--- config.mk ---
export PLATFORM = sky130hd
export DESIGN_NAME = cam_mbc
export DESIGN_NICKNAME = d
export VERILOG_FILES = /design/src/rtl/cam_mbc_pkg.sv /design/src/rtl/cam_mbc_decode.sv /design/src/rtl/cam_mbc_regs.sv /design/src/rtl/cam_mbc_rom_map.sv /design/src/rtl/cam_mbc_ram_port.sv /design/src/rtl/cam_mbc.sv
export SDC_FILE = /design/constraint.sdc
export NUM_CORES = 1
export LEC_CHECK = 0
export BUFFER_PORTS_ARGS = -buffer_cell sky130_fd_sc_hd__buf_2
export CORE_MARGIN = 2
export CORE_UTILIZATION = 39
export CTS_CLUSTER_SIZE = 24
export DETAILED_ROUTE_END_ITERATION = 16
export PLACE_DENSITY = 0.83
export SYNTH_ARGS = -nofsm -noshare
export SYNTH_HDL_FRONTEND = slang
export SYNTH_SLANG_ARGS = --single-unit
export TNS_END_PERCENT = 50
--- constraint.sdc ---
create_clock -name clk_i -period 2 [get_ports clk_i]
set_clock_uncertainty 0.2 [all_clocks]
set_input_delay 0.3 -clock clk_i [delete_from_list [all_inputs] [get_ports clk_i]]
set_output_delay 0.3 -clock clk_i [all_outputs]
set_load 0.05 [all_outputs]
--- src/rtl/cam_mbc_pkg.sv ---
package cam_mbc_pkg;
  typedef enum logic [1:0] {
    SEL_EN   = 2'd0,
    SEL_ROM  = 2'd1,
    SEL_RAMB = 2'd2,
    SEL_NONE = 2'd3
  } ctrl_sel_e;

  localparam logic [7:0] EN_KEY  = 8'h0A;
  localparam logic [7:0] DIS_KEY = 8'h00;
  localparam logic [2:0] RAM_WIN = 3'b101;
  localparam logic [7:0] REG_RD  = 8'h00;
  localparam logic [7:0] OFF_RD  = 8'hFF;
endpackage

--- src/rtl/cam_mbc_decode.sv ---
module cam_mbc_decode
  import cam_mbc_pkg::*;
#(
  parameter int ADDR_W = 16
) (
  input  logic [ADDR_W-1:0] addr_i,
  input  logic              wr_i,
  output logic              ctrl_wr_o,
  output ctrl_sel_e         sel_o,
  output logic              win_hit_o
);
  localparam int TOP = ADDR_W - 1;

  assign ctrl_wr_o = wr_i & ~addr_i[TOP];
  assign sel_o     = ctrl_sel_e'(addr_i[TOP-1:TOP-2]);
  assign win_hit_o = (addr_i[TOP:TOP-2] == RAM_WIN);
endmodule

--- src/rtl/cam_mbc_regs.sv ---
module cam_mbc_regs
  import cam_mbc_pkg::*;
#(
  parameter int DATA_W         = 8,
  parameter int ROM_BANK_W     = 6,
  parameter int RAM_BANK_W     = 4,
  parameter int ROM_RESET_BANK = 1
) (
  input  logic                  clk_i,
  input  logic                  rst_ni,
  input  logic                  ctrl_wr_i,
  input  ctrl_sel_e             sel_i,
  input  logic [DATA_W-1:0]     wdata_i,
  output logic                  ram_en_o,
  output logic                  reg_mode_o,
  output logic [RAM_BANK_W-1:0] ram_bank_o,
  output logic [ROM_BANK_W-1:0] rom_bank_o
);
  localparam logic [DATA_W-1:0] MODE_THR = DATA_W'(1 << RAM_BANK_W);

  logic wr_en, wr_rom, wr_ramb, is_reg;

  assign wr_en   = ctrl_wr_i && (sel_i == SEL_EN);
  assign wr_rom  = ctrl_wr_i && (sel_i == SEL_ROM);
  assign wr_ramb = ctrl_wr_i && (sel_i == SEL_RAMB);
  assign is_reg  = (wdata_i >= MODE_THR);

  always_ff @(posedge clk_i or negedge rst_ni) begin
    if (!rst_ni) begin
      ram_en_o <= 1'b0;
    end else if (wr_en) begin
      if (wdata_i == EN_KEY)       ram_en_o <= 1'b1;
      else if (wdata_i == DIS_KEY) ram_en_o <= 1'b0;
    end
  end

  always_ff @(posedge clk_i or negedge rst_ni) begin
    if (!rst_ni) rom_bank_o <= ROM_BANK_W'(ROM_RESET_BANK);
    else if (wr_rom) rom_bank_o <= wdata_i[ROM_BANK_W-1:0];
  end

  always_ff @(posedge clk_i or negedge rst_ni) begin
    if (!rst_ni) begin
      reg_mode_o <= 1'b0;
      ram_bank_o <= '0;
    end else if (wr_ramb) begin
      reg_mode_o <= is_reg;
      if (!is_reg) ram_bank_o <= wdata_i[RAM_BANK_W-1:0];
    end
  end
endmodule

--- src/rtl/cam_mbc_rom_map.sv ---
module cam_mbc_rom_map #(
  parameter int ADDR_W     = 16,
  parameter int ROM_BANK_W = 6
) (
  input  logic [ADDR_W-1:0]       addr_i,
  input  logic [ROM_BANK_W-1:0]   rom_bank_i,
  output logic [ROM_BANK_W+13:0]  rom_addr_o
);
  logic [ROM_BANK_W-1:0] eff_bank;

  // bit 14 splits the fixed lower window from the switched upper one
  assign eff_bank   = addr_i[14] ? rom_bank_i : '0;
  assign rom_addr_o = {eff_bank, addr_i[13:0]};
endmodule

--- src/rtl/cam_mbc_ram_port.sv ---
module cam_mbc_ram_port
  import cam_mbc_pkg::*;
#(
  parameter int ADDR_W     = 16,
  parameter int DATA_W     = 8,
  parameter int RAM_BANK_W = 4
) (
  input  logic [ADDR_W-1:0]       addr_i,
  input  logic                    wr_i,
  input  logic                    win_hit_i,
  input  logic                    ram_en_i,
  input  logic                    reg_mode_i,
  input  logic [RAM_BANK_W-1:0]   ram_bank_i,
  input  logic [DATA_W-1:0]       ram_rdata_i,
  output logic [DATA_W-1:0]       rd_data_o,
  output logic [RAM_BANK_W+12:0]  ram_addr_o,
  output logic                    ram_we_o
);
  assign ram_addr_o = {ram_bank_i, addr_i[12:0]};
  assign ram_we_o   = wr_i & win_hit_i & ram_en_i & ~reg_mode_i;

  // register mode wins over the enable
  always_comb begin
    if (reg_mode_i)     rd_data_o = REG_RD;
    else if (!ram_en_i) rd_data_o = OFF_RD;
    else                rd_data_o = ram_rdata_i;
  end
endmodule

--- src/rtl/cam_mbc.sv ---
module cam_mbc
  import cam_mbc_pkg::*;
#(
  parameter int ADDR_W         = 16,
  parameter int DATA_W         = 8,
  parameter int ROM_BANK_W     = 6,
  parameter int RAM_BANK_W     = 4,
  parameter int ROM_RESET_BANK = 1
) (
  input  logic                   clk_i,
  input  logic                   rst_ni,
  input  logic [ADDR_W-1:0]      addr_i,
  input  logic [DATA_W-1:0]      wdata_i,
  input  logic                   wr_i,
  input  logic [DATA_W-1:0]      ram_rdata_i,
  output logic [DATA_W-1:0]      rd_data_o,
  output logic [ROM_BANK_W+13:0] rom_addr_o,
  output logic [RAM_BANK_W+12:0] ram_addr_o,
  output logic                   ram_we_o
);
  logic                  ctrl_wr, win_hit;
  ctrl_sel_e             sel;
  logic                  ram_en, reg_mode;
  logic [RAM_BANK_W-1:0] ram_bank;
  logic [ROM_BANK_W-1:0] rom_bank;

  cam_mbc_decode #(.ADDR_W(ADDR_W)) u_dec (
    .addr_i(addr_i), .wr_i(wr_i),
    .ctrl_wr_o(ctrl_wr), .sel_o(sel), .win_hit_o(win_hit)
  );

  cam_mbc_regs #(
    .DATA_W(DATA_W), .ROM_BANK_W(ROM_BANK_W),
    .RAM_BANK_W(RAM_BANK_W), .ROM_RESET_BANK(ROM_RESET_BANK)
  ) u_regs (
    .clk_i(clk_i), .rst_ni(rst_ni), .ctrl_wr_i(ctrl_wr), .sel_i(sel),
    .wdata_i(wdata_i), .ram_en_o(ram_en), .reg_mode_o(reg_mode),
    .ram_bank_o(ram_bank), .rom_bank_o(rom_bank)
  );

  cam_mbc_rom_map #(.ADDR_W(ADDR_W), .ROM_BANK_W(ROM_BANK_W)) u_rom (
    .addr_i(addr_i), .rom_bank_i(rom_bank), .rom_addr_o(rom_addr_o)
  );

  cam_mbc_ram_port #(
    .ADDR_W(ADDR_W), .DATA_W(DATA_W), .RAM_BANK_W(RAM_BANK_W)
  ) u_ram (
    .addr_i(addr_i), .wr_i(wr_i), .win_hit_i(win_hit), .ram_en_i(ram_en),
    .reg_mode_i(reg_mode), .ram_bank_i(ram_bank), .ram_rdata_i(ram_rdata_i),
    .rd_data_o(rd_data_o), .ram_addr_o(ram_addr_o), .ram_we_o(ram_we_o)
  );
endmodule

==> impl_metrics.toml <==
[synth]
synth-seq-cells = 12
yosys.cell_types.count = 20
synth_area_leader_cell = "dfrtp_1"
synth-seq-area-share_pct = 35.60
netlist_area_um2 = 847.1
synth.top_cell.area_share_pct = 32.50
syn_inst = 88
synth_area_leaders = "dfrtp_1 (32%), buf_4 (24%), mux2_2 (13%), and2_1 (5.2%), a21oi_1 (4.7%)"
syn_nets = 123
ys_warn_count = 0
syn_avg_cell_area_um2 = 9.626

[cts]
cts_root_buffer = "clkbuf_4"
cts_made_buffers = 3
cts_tree = "built"
clkTransAtPathRegs_ns = 0.07
cts_hold_buf = 1
ctsResizeCount = 0
htree_levels = 1
clk-insertion-delay-late_ns = 0.26
post_cts_buffers = 0
cts_num_sinks = 12
clockBufferDepth = 2

[setup_path]
cp.required_ns = 1.50
cp_top_family = "flip-flops"
crit_chain = "nand2_1 > nor3_2 > buf_2"
critPathMaxFanout = 10
crit_buf_inv = 1
crit_path_max_incr_delay_ns = 0.50
critPathSlowestCell = "dfrtp_1"
critPathCaptureType = "output port"
criticalPathCategory = "reg2out"
startpoint_type = "flip-flop"
arrival_ns = 1.27

[sta]
final_hold_viol_count = 0
setup_ws_ns = 0.2347
setup_viol = 0
slew_viol_final = 0
fin_crit_sh_pct = 88.26
tns_ns = 0
min_period_ns = 1.765
max_slew_margin_pct = 70.08
max_freq_mhz = 566.5
tightest_slew_ns = 0.4425
rsz0062_at_grt = "no"

[pwr]
irDropWorstVdd_v = 0.0005207
p_leak_uw = 0.0005217
power.total_uw = 781.8
p_per_area_mw_per_mm2 = 843.2

[placed_design]
port_buffers = 41
gp_congestion = 0.7567
place_inst = 127
pre_cts_ws_ns = 0.3133
dpl-instance-area_um2 = 880.8
hpwlAfterDp_um = 1599

[status]
status = "complete, no violations"

[final_layout]
seq_area_um2 = 301.5
drive_gt1_share_pct = 58.10
multi_input_area_um2 = 302.8
diodes = 0
final_nets = 141
finalNonFillerCells = 132
final_area_um2 = 927.1
areaGrowthSynthToFinish_pct = 9.453
mostFrequentLayoutCells = "buf_2 (41), dfrtp_1 (11), inv_1 (10), mux2_2 (10), a21oi_1 (8)"
fillers = 190
mostFrequentLayoutCell = "buf_2"

[detailed_routing]
postRouteAntennaNets = 0
first_pass_iters = 4
post_drt_wl_per_cell_um = 14.67
drc = 0
drt_first_iter_violations = 8
routed_wirelength_um = 1936
routed_via_density = 5.015
vias = 662

[floorplan]
die_h_um = 50.61
die_w_um = 50.61
start_util_pct = 42.31
core_area_mm2 = 0.002002
pin_count = 81
num_rows = 16
dieArea_mm2 = 0.002561

[global_routing]
grt_overflow = 0
grt_max_degree = 13
grt_pass1_vias = 682
grt_pass1_wl_um = 3063
grt_usage_pct = 15.87
antenna_found_initial = 0

[run]
drv_cap = 0

[min_path]
hp-class = "in2reg"
-- kinds of logic after synthesis --
| family | Yosys count | share of synthesized area, % |
|---|---|---|
| compound gates | 11 | 7.829 |
| buf+inv | 39 | 29.25 |
| simple gates | 16 | 14.03 |
| mux | 10 | 13.29 |
| flops | 12 | 35.60 |
-- flip-flops by register name (all words and copies together), names as in the netlist --
register	cells
u_regs.ram_bank_o	4
u_regs.ram_en_o	1
u_regs.reg_mode_o	1
u_regs.rom_bank_o	6
-- synthesized netlist by cell type (all sizes together) --
cell	instances
buf	27
dfrtp	11
inv	10
mux2	10
a21oi	8
and2	7
clkbuf	2
nand4	2
nor2	2
a2bb2oi	1
a31o	1
a41oi	1
dfstp	1
nand2	1
nand3b	1
nor3	1
nor4	1
nor4b	1
-- path summary, 6_finish.rpt --
path | startpoint | endpoint | slack (ns) | depth (start not counted)
max in group asynchronous | rst_ni | u_regs.rom_bank_o[0]$_DFFE_PN1P_ | 1.10 | 2
setup / recovery | u_regs.ram_en_o$_DFFE_PN0P_ | ram_we_o | 0.23 | 3
hold reg to reg | u_regs.rom_bank_o[3]$_DFFE_PN0P_ | u_regs.rom_bank_o[3]$_DFFE_PN0P_ | 0.31 | 1
hold / removal | wdata_i[2] | u_regs.rom_bank_o[2]$_DFFE_PN0P_ | 0.11 | 2
setup reg to reg | u_regs.ram_en_o$_DFFE_PN0P_ | u_regs.ram_en_o$_DFFE_PN0P_ | 0.79 | 3
min in group asynchronous | rst_ni | u_regs.ram_bank_o[2]$_DFFE_PN0P_ | 0.23 | 2
-- report_power, final --
group | leakage (µW) | switching (µW) | internal [µW]
clock network | 0.0000210 | 78.2 | 110
logic | 0.000352 | 204 | 86.6
registers | 0.000148 | 21.3 | 281
-- metal layers --
layer / track usage, % / vias to the layer above / part of all wire [%]
li1: - / 297 / -
met1: 17.10 / 307 / 35
met2: 28.73 / 52 / 52
met3: 3.571 / 6 / 11
met4: 8.108 / 0 / 1.8
met5: 0 / - / 0
-- through the flow --
step | util, % | hold slack [ns]
after global placement | 44.00 | -0.01461
after floorplan | - | -0.1956
after CTS | 46.31 | 0.09879
after detailed placement | 44.00 | -0.01092
after global routing | 46.31 | 0.09209
final | 46.31 | 0.1051
-- layout make-up --
cell class	count	area share, %
clock buffer	4	3.914
inverter	10	4.049
multi-input combinational	37	32.66
sequential	12	32.52
tap	27	3.644
timing repair buffer	42	23.21
Power figures use the tool's default switching activity.
